File: src/rtl/dds_pkg.sv
package dds_pkg;

    localparam int BYTE_W        = 8;
    localparam int N_BYTES       = 5;
    localparam int FTW_BYTES     = N_BYTES - 1;
    localparam int ACC_W         = FTW_BYTES * BYTE_W;
    localparam int PTR_W         = $clog2(N_BYTES);
    localparam int CTRL_MULT_BIT = 0;

    typedef logic [BYTE_W-1:0] byte_t;
    typedef logic [ACC_W-1:0]  ftw_t;
    typedef logic [PTR_W-1:0]  ptr_t;

    // Working configuration: control byte above the tuning word
    typedef struct packed {
        byte_t ctrl;
        ftw_t  ftw;
    } cfg_word_t;

    localparam ptr_t LAST_PTR = ptr_t'(N_BYTES - 1);

    // Byte position after a store: wraps from the last byte back to byte 0
    function automatic ptr_t advance_ptr(ptr_t p);
        return (p == LAST_PTR) ? '0 : ptr_t'(p + 1'b1);
    endfunction

    // Bit offset of holding byte idx (1..FTW_BYTES) inside the tuning word
    function automatic int ftw_offset(int idx);
        return (FTW_BYTES - idx) * BYTE_W;
    endfunction

endpackage

File: src/rtl/dds_edge_sync.sv
module dds_edge_sync #(
    parameter int STAGES = 2
) (
    input  logic clk,
    input  logic rst,
    input  logic async_in,
    output logic rise_o
);

    logic [STAGES-1:0] sync_q;
    logic              last_q;

    always_ff @(posedge clk) begin
        if (rst) begin
            sync_q <= '0;
            last_q <= 1'b0;
        end else begin
            sync_q[0] <= async_in;
            for (int i = 1; i < STAGES; i++) begin
                sync_q[i] <= sync_q[i-1];
            end
            last_q <= sync_q[STAGES-1];
        end
    end

    assign rise_o = sync_q[STAGES-1] & ~last_q;

endmodule

File: src/rtl/dds_cfg_loader.sv
module dds_cfg_loader
    import dds_pkg::*;
(
    input  logic      clk,
    input  logic      rst,
    input  byte_t     data_i,
    input  logic      wr_i,
    input  logic      upd_i,
    output cfg_word_t active_o,
    output ptr_t      ptr_o
);

    byte_t     hold_q [N_BYTES];
    ptr_t      ptr_q;
    cfg_word_t active_q;
    cfg_word_t held;

    // Assemble the holding area into the working layout
    always_comb begin
        held.ctrl = hold_q[0];
        held.ftw  = '0;
        for (int i = 1; i < N_BYTES; i++) begin
            held.ftw[ftw_offset(i) +: BYTE_W] = hold_q[i];
        end
    end

    always_ff @(posedge clk) begin
        if (rst) begin
            ptr_q    <= '0;
            active_q <= '0;
            for (int i = 0; i < N_BYTES; i++) begin
                hold_q[i] <= '0;
            end
        end else begin
            if (wr_i) begin
                hold_q[ptr_q] <= data_i;
            end
            if (upd_i) begin
                ptr_q    <= '0;
                active_q <= held;
            end else if (wr_i) begin
                ptr_q <= advance_ptr(ptr_q);
            end
        end
    end

    assign active_o = active_q;
    assign ptr_o    = ptr_q;

endmodule

File: src/rtl/dds_phase_acc.sv
module dds_phase_acc
    import dds_pkg::*;
(
    input  logic clk,
    input  logic rst,
    input  ftw_t step_i,
    output ftw_t acc_o
);

    ftw_t acc_q;

    always_ff @(posedge clk) begin
        if (rst) begin
            acc_q <= '0;
        end else begin
            acc_q <= acc_q + step_i;
        end
    end

    assign acc_o = acc_q;

endmodule

File: src/rtl/dds_core.sv
module dds_core
    import dds_pkg::*;
#(
    parameter int SYNC_STAGES = 2,
    parameter int PHASE_W     = 12
) (
    input  logic               clk,
    input  logic               rst,
    input  logic [7:0]         cfg_data,
    input  logic               cfg_wclk,
    input  logic               cfg_update,
    output logic [PHASE_W-1:0] phase_out,
    output logic               square_out,
    output logic [7:0]         ctrl_out,
    output logic               mult_en
);

    logic      wr_pulse;
    logic      upd_pulse;
    cfg_word_t active_cfg;
    ptr_t      cfg_ptr;
    ftw_t      acc_val;

    dds_edge_sync #(.STAGES(SYNC_STAGES)) u_wclk_sync (
        .clk      (clk),
        .rst      (rst),
        .async_in (cfg_wclk),
        .rise_o   (wr_pulse)
    );

    dds_edge_sync #(.STAGES(SYNC_STAGES)) u_upd_sync (
        .clk      (clk),
        .rst      (rst),
        .async_in (cfg_update),
        .rise_o   (upd_pulse)
    );

    dds_cfg_loader u_loader (
        .clk      (clk),
        .rst      (rst),
        .data_i   (cfg_data),
        .wr_i     (wr_pulse),
        .upd_i    (upd_pulse),
        .active_o (active_cfg),
        .ptr_o    (cfg_ptr)
    );

    dds_phase_acc u_acc (
        .clk    (clk),
        .rst    (rst),
        .step_i (active_cfg.ftw),
        .acc_o  (acc_val)
    );

    assign phase_out  = acc_val[ACC_W-1 -: PHASE_W];
    assign square_out = acc_val[ACC_W-1];
    assign ctrl_out   = active_cfg.ctrl;
    assign mult_en    = active_cfg.ctrl[CTRL_MULT_BIT];

endmodule

File: config.mk
export PLATFORM = sky130hd
export DESIGN_NAME = dds_core
export DESIGN_NICKNAME = d
export VERILOG_FILES = /design/src/rtl/dds_pkg.sv /design/src/rtl/dds_edge_sync.sv /design/src/rtl/dds_cfg_loader.sv /design/src/rtl/dds_phase_acc.sv /design/src/rtl/dds_core.sv
export SDC_FILE = /design/constraint.sdc
export NUM_CORES = 1
export LEC_CHECK = 0
export BUFFER_PORTS_ARGS = -buffer_cell sky130_fd_sc_hd__buf_2
export CAP_MARGIN = 20
export CORE_UTILIZATION = 45
export CTS_CLUSTER_DIAMETER = 150
export CTS_CLUSTER_SIZE = 40
export DETAILED_ROUTE_END_ITERATION = 10
export GPL_TIMING_DRIVEN = 0
export SETUP_SLACK_MARGIN = 0.15
export SLEW_MARGIN = 20
export SYNTH_ARGS = -nofsm -noshare
export SYNTH_HDL_FRONTEND = slang
export SYNTH_HIERARCHICAL = 1
export SYNTH_SLANG_ARGS = --single-unit
File: constraint.sdc
create_clock -name clk -period 3.3 [get_ports clk]
set_clock_uncertainty 0.1 [all_clocks]
set_input_delay 0.99 -clock clk [delete_from_list [all_inputs] [get_ports clk]]
set_output_delay 0.99 -clock clk [all_outputs]
set_load 0.01 [all_outputs]
==> results.md, run 1 <==
- Fin worst setup slack: 0.483 ns
- DP Wirelength: 10.2 mm
- Critical path type: flop to flop
- DRT iter0 DRCs: 278
- Fin. Hold Viols: 0
- Hold Crit Endpoint: u_upd_sync/sync_q[1]
- DRT Pass-1 Iters: 5
- Power Density: 538 nW/µm²
- Worst EP arrival: 3.02 ns
- EDFF count, synth: 40
- Die X: 118 µm
- R2r worst-path depth: 8
- Largest net degree at the start of global routing: 17
- Most common cell after layout, fill and taps aside: nor2_1
- Post-place setup slack: 0.205 ns
- Setup TNS: 0 ns
- Final period util: 85.4%
- I/O pins: 34
- Seq pwr share: 43.5%
- Required @ worst endpoint: 3.50 ns
- RR Endpoint: u_acc/acc_o[28]
- Clock latency on the worst-skew pair: 0.41 ns
- Max VDD drop: 414 µV
- Post-Syn Instances: 609
- Clock tree sinks: 121
- Total grt overflow: 0
- Cts hold-fix bufs: 0
- FP Rows: 41
- Status: finished clean
- Yosys warnings: 6
- Mapped Area: 6030 µm²
- Synthesized Nets: 655
- Gpl congestion: 0.884
- Sequential area share after synthesis: 46.8%
- Worst hold path class: flop to flop
- Worst Tran Pin Value: 0.833 ns
- Setup violators final: 0
- Gr usage total: 21.1%
- DRT Wirelength: 13.9 mm
- R2r setup slk: 0.48 ns
- Root Driver: clkbuf_16
- Hold_sp: u_upd_sync/sync_q[0]
- Die area: 13,900 µm²
- Crit path largest cell delay: 0.41 ns
- Setup bufs post-CTS: 0
- Via count: 4,578
- Minimum clock period: 2.82 ns
- Layout cell share with drive strength beyond 1: 13.6%
- Chip height: 118 µm
- # DRC: 0
- Max clock buf depth: 2
- Starting Density: 47.0%
- NumNets Final: 707
- Wirelength per Cell: 16.4 µm
- CP Cell Sequence: ha_1, fa_1, a21o_1, a221o_2, a21oi_1, o41ai_1, a21oi_1, mux2_1
- Sw Pwr: 875 µW
- Core Region: 12,800 µm²
- Crit path top cell by count: a21oi_1
- Most frequent cells in the layout: nor2_1, dfxtp_1, mux2i_1, a21oi_1, edfxtp_1
- # Max-Cap Violations: 0
- Post-CTS resize count: 0
- Clk slew on worst S/H paths: 0.06 ns
- Layout Area Growth over Synthesis: 15.8%
- Int Pwr: 2.88 mW
- Fmax: 0.355 GHz
- Post-synth cell types: 67
- Sw frac: 23.3%
- Vias per cell: 5.41
- Final Slew Violations: 0
- Comb power frac: 9.1%
- Relative slew slack: 43.9%
- FF+latch count, synth: 121
- First-pass GRT wire length: 22.6 mm
- H-tree depth: 4
- P_leak: 2.75 nW
- Crit. End Element: flop
- CP max stage cell: fa_1
- Hold Path Depth: 1
- Synthesized area per cell: 9.90 µm²
- Total CTS buffers: 17
- Proportion of power drawn by the clock network: 47.4%
- RR Startpoint: u_loader/active_o[0]
- CTS tree: yes
- Initial antenna violation count: 0
- Synth Flop Type: dfxtp_1
- Antenna Nets Post-Route: 0
- Port buffer count: 33
- Worst setup SP type: flop
- Post-synth ARST share: 0%
- RSZ-0062 raised after global routing: false
- # diodes: 0
- Vias in the first global route: 4,369
- Max FO, Critical Path: 4
==> cells in the mapped netlist (2+ instances only) <==
library cell,count,area (µm²)
and2_1,2,12.5
clkbuf_2,5,25.0
and2b_1,2,15.0
xnor2_1,10,87.6
o21a_1,6,45.0
buf_1,2,7.51
nand2b_1,18,113
nor3b_1,2,15.0
a21oi_1,40,200
o41ai_1,3,26.3
ha_1,33,413
a31oi_1,2,12.5
nand3_1,10,50.1
inv_1,6,22.5
o221ai_1,2,17.5
nor3_1,20,100
and3_1,3,18.8
a21o_1,9,67.6
and4_1,2,17.5
nor4b_1,4,35.0
o21ai_1,5,25.0
mux2_1,2,22.5
mux2i_1,42,420
o21ai_0,20,100
nand4_1,8,50.1
buf_2,2,10.0
buf_4,10,75.1
a211oi_1,6,45.0
clkbuf_1,12,45.0
edfxtp_1,40,1200
nor2b_2,2,17.5
xor2_1,9,78.8
nor2b_1,14,87.6
o211ai_1,7,52.6
nor2_1,111,417
dfxtp_1,81,1620
nand3_4,3,52.6
nand2_1,21,78.8
o21bai_1,5,37.5
==> cells by family after synthesis <==
kind of cell	synth area share, %
adder cells (fa/ha/maj)	7.18
AO/OA/AOI/OAI	13.0
XOR/XNOR	2.76
buffers and inverters	3.26
flip-flops	46.8
multiplexers	7.35
AND/OR/NAND/NOR	19.6
==> flip-flops by register name, indices dropped and copies added (netlist names) <==
| register | flops |
|---|---|
| u_upd_sync/last_q | 1 |
| u_wclk_sync/sync_q | 2 |
| u_loader/hold_q | 40 |
| u_acc/acc_o | 32 |
| u_upd_sync/sync_q | 2 |
| u_loader/ptr_o | 3 |
| u_wclk_sync/last_q | 1 |
| u_loader/active_o | 40 |
==> layer usage <==
metal | global-route usage, % | wire length, µm
met1 | 28.5 | 6700
met2 | 32.9 | 6320
met3 | 4.80 | 702
met4 | 7.61 | 159
met5 | 0 | 0
==> critical path, delay by kind of cell, from the launching register on <==
family / cells / cell delay (ns)
DFF: 1 / 0.31
muxes: 1 / 0.33
adders and majority gates: 2 / 0.64
AOI/OAI and AO/OA: 5 / 1.32
==> through the flow <==
stage,cells,util (%),hold slack [ns],power [mW],area (µm²)
6_report,846,54.4,0.337,3.76,6980
5_1_grt,846,54.4,0.351,3.90,6980
4_1_cts,846,54.4,0.342,3.79,6980
3_5_place_dp,814,50.0,0.330,2.00,6410
3_3_place_gp,814,50.0,0.318,1.99,6410
2_1_floorplan,609,-,0.314,1.90,6030
==> power by group through the flow <==
stage,combinational (mW),clock [mW],sequential (mW)
floorplan,0.232,0,1.66
global placement,0.329,0,1.66
detailed placement,0.336,0,1.67
CTS,0.338,1.82,1.63
global route,0.373,1.89,1.64
finish,0.341,1.78,1.63
==> how the worst max path moves through the flow <==
| stage | to | slack (ns) | from |
|---|---|---|---|
| floorplan | u_acc/acc_o[28] | 0.78 | u_loader/active_o[0] |
| global placement | u_acc/acc_o[16] | 0.24 | rst |
| detailed placement | u_acc/acc_o[16] | 0.20 | rst |
| CTS | u_acc/acc_o[28] | 0.47 | u_loader/active_o[0] |
| global route | u_acc/acc_o[28] | 0.38 | u_loader/active_o[0] |
| finish | u_acc/acc_o[28] | 0.48 | u_loader/active_o[0] |
==> cell type report <==
type | instances | area (µm²)
Multi-Input combinational cell | 450 | 3010
Clock inverter | 7 | 95.1
Buffer | 32 | 174
Clock buffer | 25 | 475
Fill cell | 1172 | 5850
Timing Repair Buffer | 33 | 165
Tap cell | 172 | 215
Sequential cell | 121 | 2820
Inverter | 6 | 22.5
(Power assumes the default switching activity.)
==> run 2: changes to the inputs <==
==> constraint.sdc (replaced) <==
create_clock -name clk -period 2.4 [get_ports clk]
set_clock_uncertainty 0.1 [all_clocks]
set_input_delay 0.72 -clock clk [delete_from_list [all_inputs] [get_ports clk]]
set_output_delay 0.72 -clock clk [all_outputs]
set_load 0.01 [all_outputs]
==> run 2 against run 1 <==
  * The flow now finishes with violations (setup timing)
  * Via count increased by 2.6%
  * First-iteration DRC count is 7.2% lower
  * Hold slack improved by 0.00099 ns
  * Combinational power increased by 47%
  * Die area stayed put
  * Fmax is 14% higher
  * Largest power group unchanged
  * Register-to-register slack lost 0.55 ns
  * Sequential share of layout area fell by 2.7 points
  * Power grew 39%
  * Utilization up 4.2 points
  * Final cell count increased by 1.9%
  * Non-clock buffer count is 16 higher
==> results.md, run 2 (synthesis gave the netlist of run 1 again) <==
- Status: finished, violations left
- Failing checks: setup timing
- DRT Pass-1 Iters: 5 (unchanged)
- Launch point of the worst path: u_loader/active_o[0]
- Setup violators final: 3 (+3)
- Max FO, Critical Path: 5 (+1)
- Via count: 4,697 (+2.6%)
- Worst EP arrival: 2.72 ns (-0.30 ns)
- Final period util: 103% (+18 points)
- Worst setup SP type: flop
- P_leak: 2.95 nW (+7.2%)
- Max clock buf depth: 2 (unchanged)
- CTS tree: yes
- Most frequent cells in the layout: nor2_1, dfxtp_1, mux2i_1, edfxtp_1, buf_2
- Gr usage total: 21.9% (+0.78 points)
- Setup crit end: u_acc/acc_o[26]
- Clock tree sinks: 121 (unchanged)
- Root Driver: clkbuf_16
- Layout cell share with drive strength beyond 1: 23.9% (+10 points)
- Total CTS buffers: 17 (unchanged)
- Clock latency on the worst-skew pair: 0.41 ns (about the same)
- DRT iter0 DRCs: 258 (-7.2%)
- Clk slew on worst S/H paths: 0.05 ns (about the same)
- Gpl congestion: 0.867 (-1.9%)
- Initial antenna violation count: 0 (unchanged)
- First-pass GRT wire length: 23.5 mm (+4.2%)
- DRT Wirelength: 14.5 mm (+4.6%)
- Setup TNS: -0.203 ns (-0.203 ns)
- Fmax: 0.405 GHz (+14%)
- FP Rows: 41 (unchanged)
- Fin worst setup slack: -0.0703 ns (-0.553 ns)
- Largest net degree at the start of global routing: 17 (unchanged)
- Fill count: 1,155 (-1.5%)
- Max VDD drop: 518 µV (+25%)
- Crit. End Element: flop
- RSZ-0062 raised after global routing: true
- NumNets Final: 723 (+2.3%)
- # DRC: 0 (unchanged)
- Worst Tran Pin Value: 0.791 ns (-0.0421 ns)
- Layout Area Growth over Synthesis: 24.7%
- Antenna Nets Post-Route: 0 (unchanged)
- Core Region: 12,800 µm² (unchanged)
- Design Power: 5.24 mW (+39%)
- R2r setup slk: -0.07 ns (-0.55 ns)
- Relative slew slack: 46.7% (+2.8 points)
- Die X: 118 µm (unchanged)
- DP Wirelength: 10.3 mm (+0.89%)
- Critical path type: flop to flop
- # Max-Cap Violations: 0 (unchanged)
- Final Slew Violations: 0 (unchanged)
- Vias per cell: 5.45 (+0.69%)
- Cts hold-fix bufs: 0 (unchanged)
- Wirelength per Cell: 16.8 µm (+2.6%)
- Chip height: 118 µm (unchanged)
- R2r worst-path depth: 8 (unchanged)
- Required @ worst endpoint: 2.65 ns (-0.85 ns)
- Post-place setup slack: -0.415 ns (-0.620 ns)
- Minimum clock period: 2.47 ns (-0.347 ns)
- Port buffer count: 33 (unchanged)
- I/O pins: 34 (unchanged)
- # diodes: 0 (unchanged)
- Die area: 13,900 µm² (unchanged)
- Most common cell after layout, fill and taps aside: nor2_1
- RR Endpoint: u_acc/acc_o[26]
- Power Density: 697 nW/µm² (+29%)
- RR Startpoint: u_loader/active_o[0]
- Starting Density: 47.0% (unchanged)
- Worst hold path class: flop to flop
- H-tree depth: 4 (unchanged)
- Total grt overflow: 0 (unchanged)
- Vias in the first global route: 4,575 (+4.7%)
- Fin. Hold Viols: 0 (unchanged)
-- run 2: cell count changes in the layout (fill, tap and decap cells not counted), sizes merged --
cell	previous run	this run
buf	48	67
clkbuf	42	34
clkinv	4	8
inv	6	7
-- run 2: metal layers --
layer / vias up / wire, µm / GRT usage [%]
li1: 2338 / - / -
met3: 18 / 662 / 5.14
met5: - / 0 / 0
met1: 2226 / 6850 / 29.7
met2: 115 / 6750 / 34.1
met4: 0 / 251 / 7.45
-- run 2: stage by stage --
stage / hold WS (ns) / instance area [µm²] / instances / utilization [%]
after floorplan: 0.314 / 6060 / 609 / -
after global placement: 0.318 / 6440 / 814 / 50.2
after detailed placement: 0.326 / 6440 / 814 / 50.2
after CTS: 0.339 / 7320 / 857 / 57.1
after global routing: 0.367 / 7510 / 862 / 58.6
final: 0.338 / 7510 / 862 / 58.6
-- run 2: worst min-delay path by stage --
stage / from / cells after the start / endpoint / slack (ns)
CTS: u_upd_sync/sync_q[0] / 1 / u_upd_sync/sync_q[1] / 0.34
detailed placement: u_upd_sync/sync_q[0] / 1 / u_upd_sync/sync_q[1] / 0.33
floorplan: u_upd_sync/sync_q[0] / 1 / u_upd_sync/sync_q[1] / 0.31
global placement: u_wclk_sync/sync_q[0] / 1 / u_wclk_sync/sync_q[1] / 0.32
finish: u_upd_sync/sync_q[0] / 1 / u_upd_sync/sync_q[1] / 0.34
global route: u_upd_sync/sync_q[0] / 1 / u_upd_sync/sync_q[1] / 0.37
-- run 2: report_power, final --
group	internal [mW]	total (mW)	switching (mW)
clock	1.57	2.48	0.910
combinational	0.205	0.501	0.296
sequential	2.20	2.25	0.0509
-- run 2: area by class of cell --
class,instances,area (µm²),share of cell area (%)
buffer,32,204,2.71
clock buffer,20,457,6.08
clock inverter,12,124,1.65
inverter,6,22.5,0.300
multi-input combinational,450,3370,44.8
sequential,121,2840,37.7
tap,172,215,2.86
timing repair buffer,49,289,3.85
-- run 2: what timing repair did --
action,CTS,global route
resized for setup,49,42
setup buffers,11,5
gates cloned,0,0
endpoints found under the setup margin,22,19
pin swaps,18,23
-- run 2: critical path, stage by stage, from the launching register on --
cell and delay (ns):
dfxtp_2 0.33, ha_4 0.16, fa_2 0.34, a21o_1 0.23, a221oi_4 0.32, o311a_4 0.23
a211oi_4 0.10, or4b_1 0.50, nand3_1 0.10
==> run 3: changes to the inputs <==
--- a/config.mk
+++ b/config.mk
@@ -5,6 +5,7 @@
 export SDC_FILE = /design/constraint.sdc
 export NUM_CORES = 1
 export LEC_CHECK = 0
+export ABC_AREA = 1
 export BUFFER_PORTS_ARGS = -buffer_cell sky130_fd_sc_hd__buf_2
 export CAP_MARGIN = 20
 export CORE_UTILIZATION = 45
==> constraint.sdc (replaced) <==
create_clock -name clk -period 2.7 [get_ports clk]
set_clock_uncertainty 0.1 [all_clocks]
set_input_delay 0.81 -clock clk [delete_from_list [all_inputs] [get_ports clk]]
set_output_delay 0.81 -clock clk [all_outputs]
set_load 0.01 [all_outputs]
==> run 3 against run 2 <==
  * The run now ends clean
  * Clock power shrank 15%
  * Worst setup slack better by 0.60 ns
  * Power fell by 13%
  * Via count increased by 16%
  * Routed wire length increased by 6.3%
  * Final cell count increased by 32%
  * Combinational power decreased by 15%
  * Critical path type unchanged
==> results.md, run 3 <==
- Fmax: 0.460 GHz (+14%)
- Hold WS: 0.304 ns (-0.0345 ns)
- Power Density: 613 nW/µm² (-12%)
- R2r worst-path depth: 10 (+2)
- Mapped Area: 6510 µm² (+7.9%)
- Max FO, Critical Path: 4 (-1)
- # DRC: 0 (unchanged)
- Synth Flop Type: dfxtp_1
- Gpl congestion: 0.893 (+2.9%)
- Hold Path Depth: 2 (+1)
- Die X: 122 µm (+3.8%)
- Synthesized Nets: 940 (+44%)
- Max VDD drop: 433 µV (-16%)
- FF+latch count, synth: 121 (unchanged)
- Cts hold-fix bufs: 0 (unchanged)
- Clk slew on worst S/H paths: 0.06 ns (about the same)
- Fin cells: 1,139 (+32%)
- Chip height: 122 µm (+3.8%)
- # Max-Cap Violations: 0 (unchanged)
- DRT Wirelength: 15.4 mm (+6.3%)
- DRT iter0 DRCs: 301 (+17%)
- Most common cell after layout, fill and taps aside: nand2_1
- CTS tree: yes
- Critical path type: flop to flop
- Minimum clock period: 2.17 ns (-0.298 ns)
- Max clock buf depth: 2 (unchanged)
- Final period util: 80.4% (-22 points)
- Total CTS buffers: 17 (unchanged)
- Clock latency on the worst-skew pair: 0.42 ns (about the same)
- FP Rows: 43 (+4.9%)
- RSZ-0062 raised after global routing: false
- Most frequent cells in the layout: nand2_1, nor2_1, inv_1, dfxtp_1, o21ai_0
- Fin. Hold Viols: 0 (unchanged)
- DRT Pass-1 Iters: 6 (+1)
- Worst hold path class: flop to flop
- Port buffer count: 33 (unchanged)
- Setup bufs post-CTS: 0 (-11)
- Placed cells: 1,107 (+36%)
- Top cell type's share of synthesized area: 24.9% (-2.0 points)
- Post-CTS resize count: 0 (-100%)
- Relative slew slack: 55.6% (+8.9 points)
- Setup violators final: 0 (-3)
- Post-Syn Instances: 894 (+47%)
- # diodes: 0 (unchanged)
- Worst EP arrival: 2.38 ns (-0.34 ns)
- I/O pins: 34 (unchanged)
- Sequential area share after synthesis: 43.4% (-3.4 points)
- Starting Density: 46.5% (-0.49 points)
- Largest net degree at the start of global routing: 17 (unchanged)
- Core Region: 14,000 µm² (+9.1%)
- Required @ worst endpoint: 2.91 ns (+0.26 ns)
- Worst Tran Pin Value: 0.662 ns (-0.130 ns)
- Root Driver: clkbuf_16
- P_leak: 3.81 nW (+29%)
- Total grt overflow: 0 (unchanged)
- Vias in the first global route: 5,126 (+12%)
- Yosys warnings: 6 (unchanged)
- Final instance area: 7440 µm² (-0.93%)
- Dpl cell area: 6900 µm² (+7.2%)
- Synth top cells by count: nand2_1, nor2_1, inv_1
- Post-synth ARST share: 0% (unchanged)
- EDFF count, synth: 40 (unchanged)
- Antenna Nets Post-Route: 0 (unchanged)
- H-tree depth: 4 (unchanged)
- Main area contributors after synthesis: dfxtp_1, edfxtp_1, nand2_1, nor2_1, inv_1
- Status: finished clean
- NumNets Final: 992 (+37%)
- Wirelength per Cell: 13.5 µm (-20%)
- Final Slew Violations: 0 (unchanged)
- Initial antenna violation count: 0 (unchanged)
- DP Wirelength: 11.8 mm (+15%)
- Top cell type by total area after synthesis: dfxtp_1
- Layout cell share with drive strength beyond 1: 15.0% (-8.9 points)
- Die area: 14,900 µm² (+7.8%)
- Gr usage total: 22.8% (+0.91 points)
- Clock tree sinks: 121 (unchanged)
- Post-synth cell types: 33 (-51%)
- First-pass GRT wire length: 25.3 mm (+7.7%)
- Count leader, synth: nand2_1
- Via count: 5,431 (+16%)
- Crit. End Element: flop
- Synthesized area per cell: 7.28 µm² (-26%)
- Vias per cell: 4.77 (-12%)
- Layout Area Growth over Synthesis: 14.4%
- Design Power: 4.57 mW (-13%)
- Fill count: 1,391 (+20%)
- Worst setup SP type: flop
-- run 3: worst max-delay path, stage by stage, from the launching register on --
cell and delay [ns]:
dfxtp_1 0.31, ha_1 0.23, fa_1 0.49, nand3_1 0.13
nand3_1 0.16, nand3_1 0.11, nand3_1 0.20, nand2_1 0.13
nand2_1 0.07, nor2_1 0.09, nor2_1 0.05
-- run 3: routing by layer --
metal,track usage (%),wire length [µm]
met5,0,0
met4,8.23,251
met1,29.3,7400
met2,37.2,7120
met3,5.25,650
-- run 3: cell families (layout without fill, tap and decap cells) --
family	count (synthesis)	count (layout)	synth area share, %
simple gates	483	483	32.2
buf+inv	151	216	9.21
flops	121	121	43.4
compound gates	103	103	8.31
fa+ha+maj	34	34	6.65
xor+xnor	2	2	0.269
-- run 3: per-stage QoR --
step                      util (%)  setup TNS, ns  setup WS (ns)
after CTS                     53.2              0          0.230
after global routing          53.2              0          0.331
after global placement        49.3          -1.52         -0.190
after floorplan                  -              0          0.505
after detailed placement      49.3          -1.52         -0.190
final                         53.2              0          0.528
-- run 3: final timing paths --
kind / startpoint / endpoint / slack, ns
max reg2reg: u_loader/active_o[0] / u_acc/acc_o[20] / 0.53
min reg2reg: u_upd_sync/sync_q[0] / u_upd_sync/sync_q[1] / 0.30
min: u_upd_sync/sync_q[0] / u_upd_sync/sync_q[1] / 0.30
max: u_loader/active_o[0] / u_acc/acc_o[20] / 0.53
-- run 3: where the power goes --
group | leakage [nW] | switching [mW] | internal, mW
Clock | 0.259 | 0.828 | 1.28
Sequential | 1.07 | 0.0520 | 1.98
Combinational | 2.48 | 0.280 | 0.146
Total | 3.81 | 1.16 | 3.41
-- run 3: area by class of cell --
| class | count | area (µm²) | area share (%) |
|---|---|---|---|
| Tap cell | 180 | 225 | 3.03 |
| Multi-Input combinational cell | 622 | 3080 | 41.4 |
| Timing Repair Buffer | 33 | 165 | 2.22 |
| Sequential cell | 121 | 2820 | 37.9 |
| Inverter | 134 | 503 | 6.76 |
| Clock buffer | 21 | 450 | 6.05 |
| Clock inverter | 11 | 97.6 | 1.31 |
| Buffer | 17 | 96.3 | 1.29 |
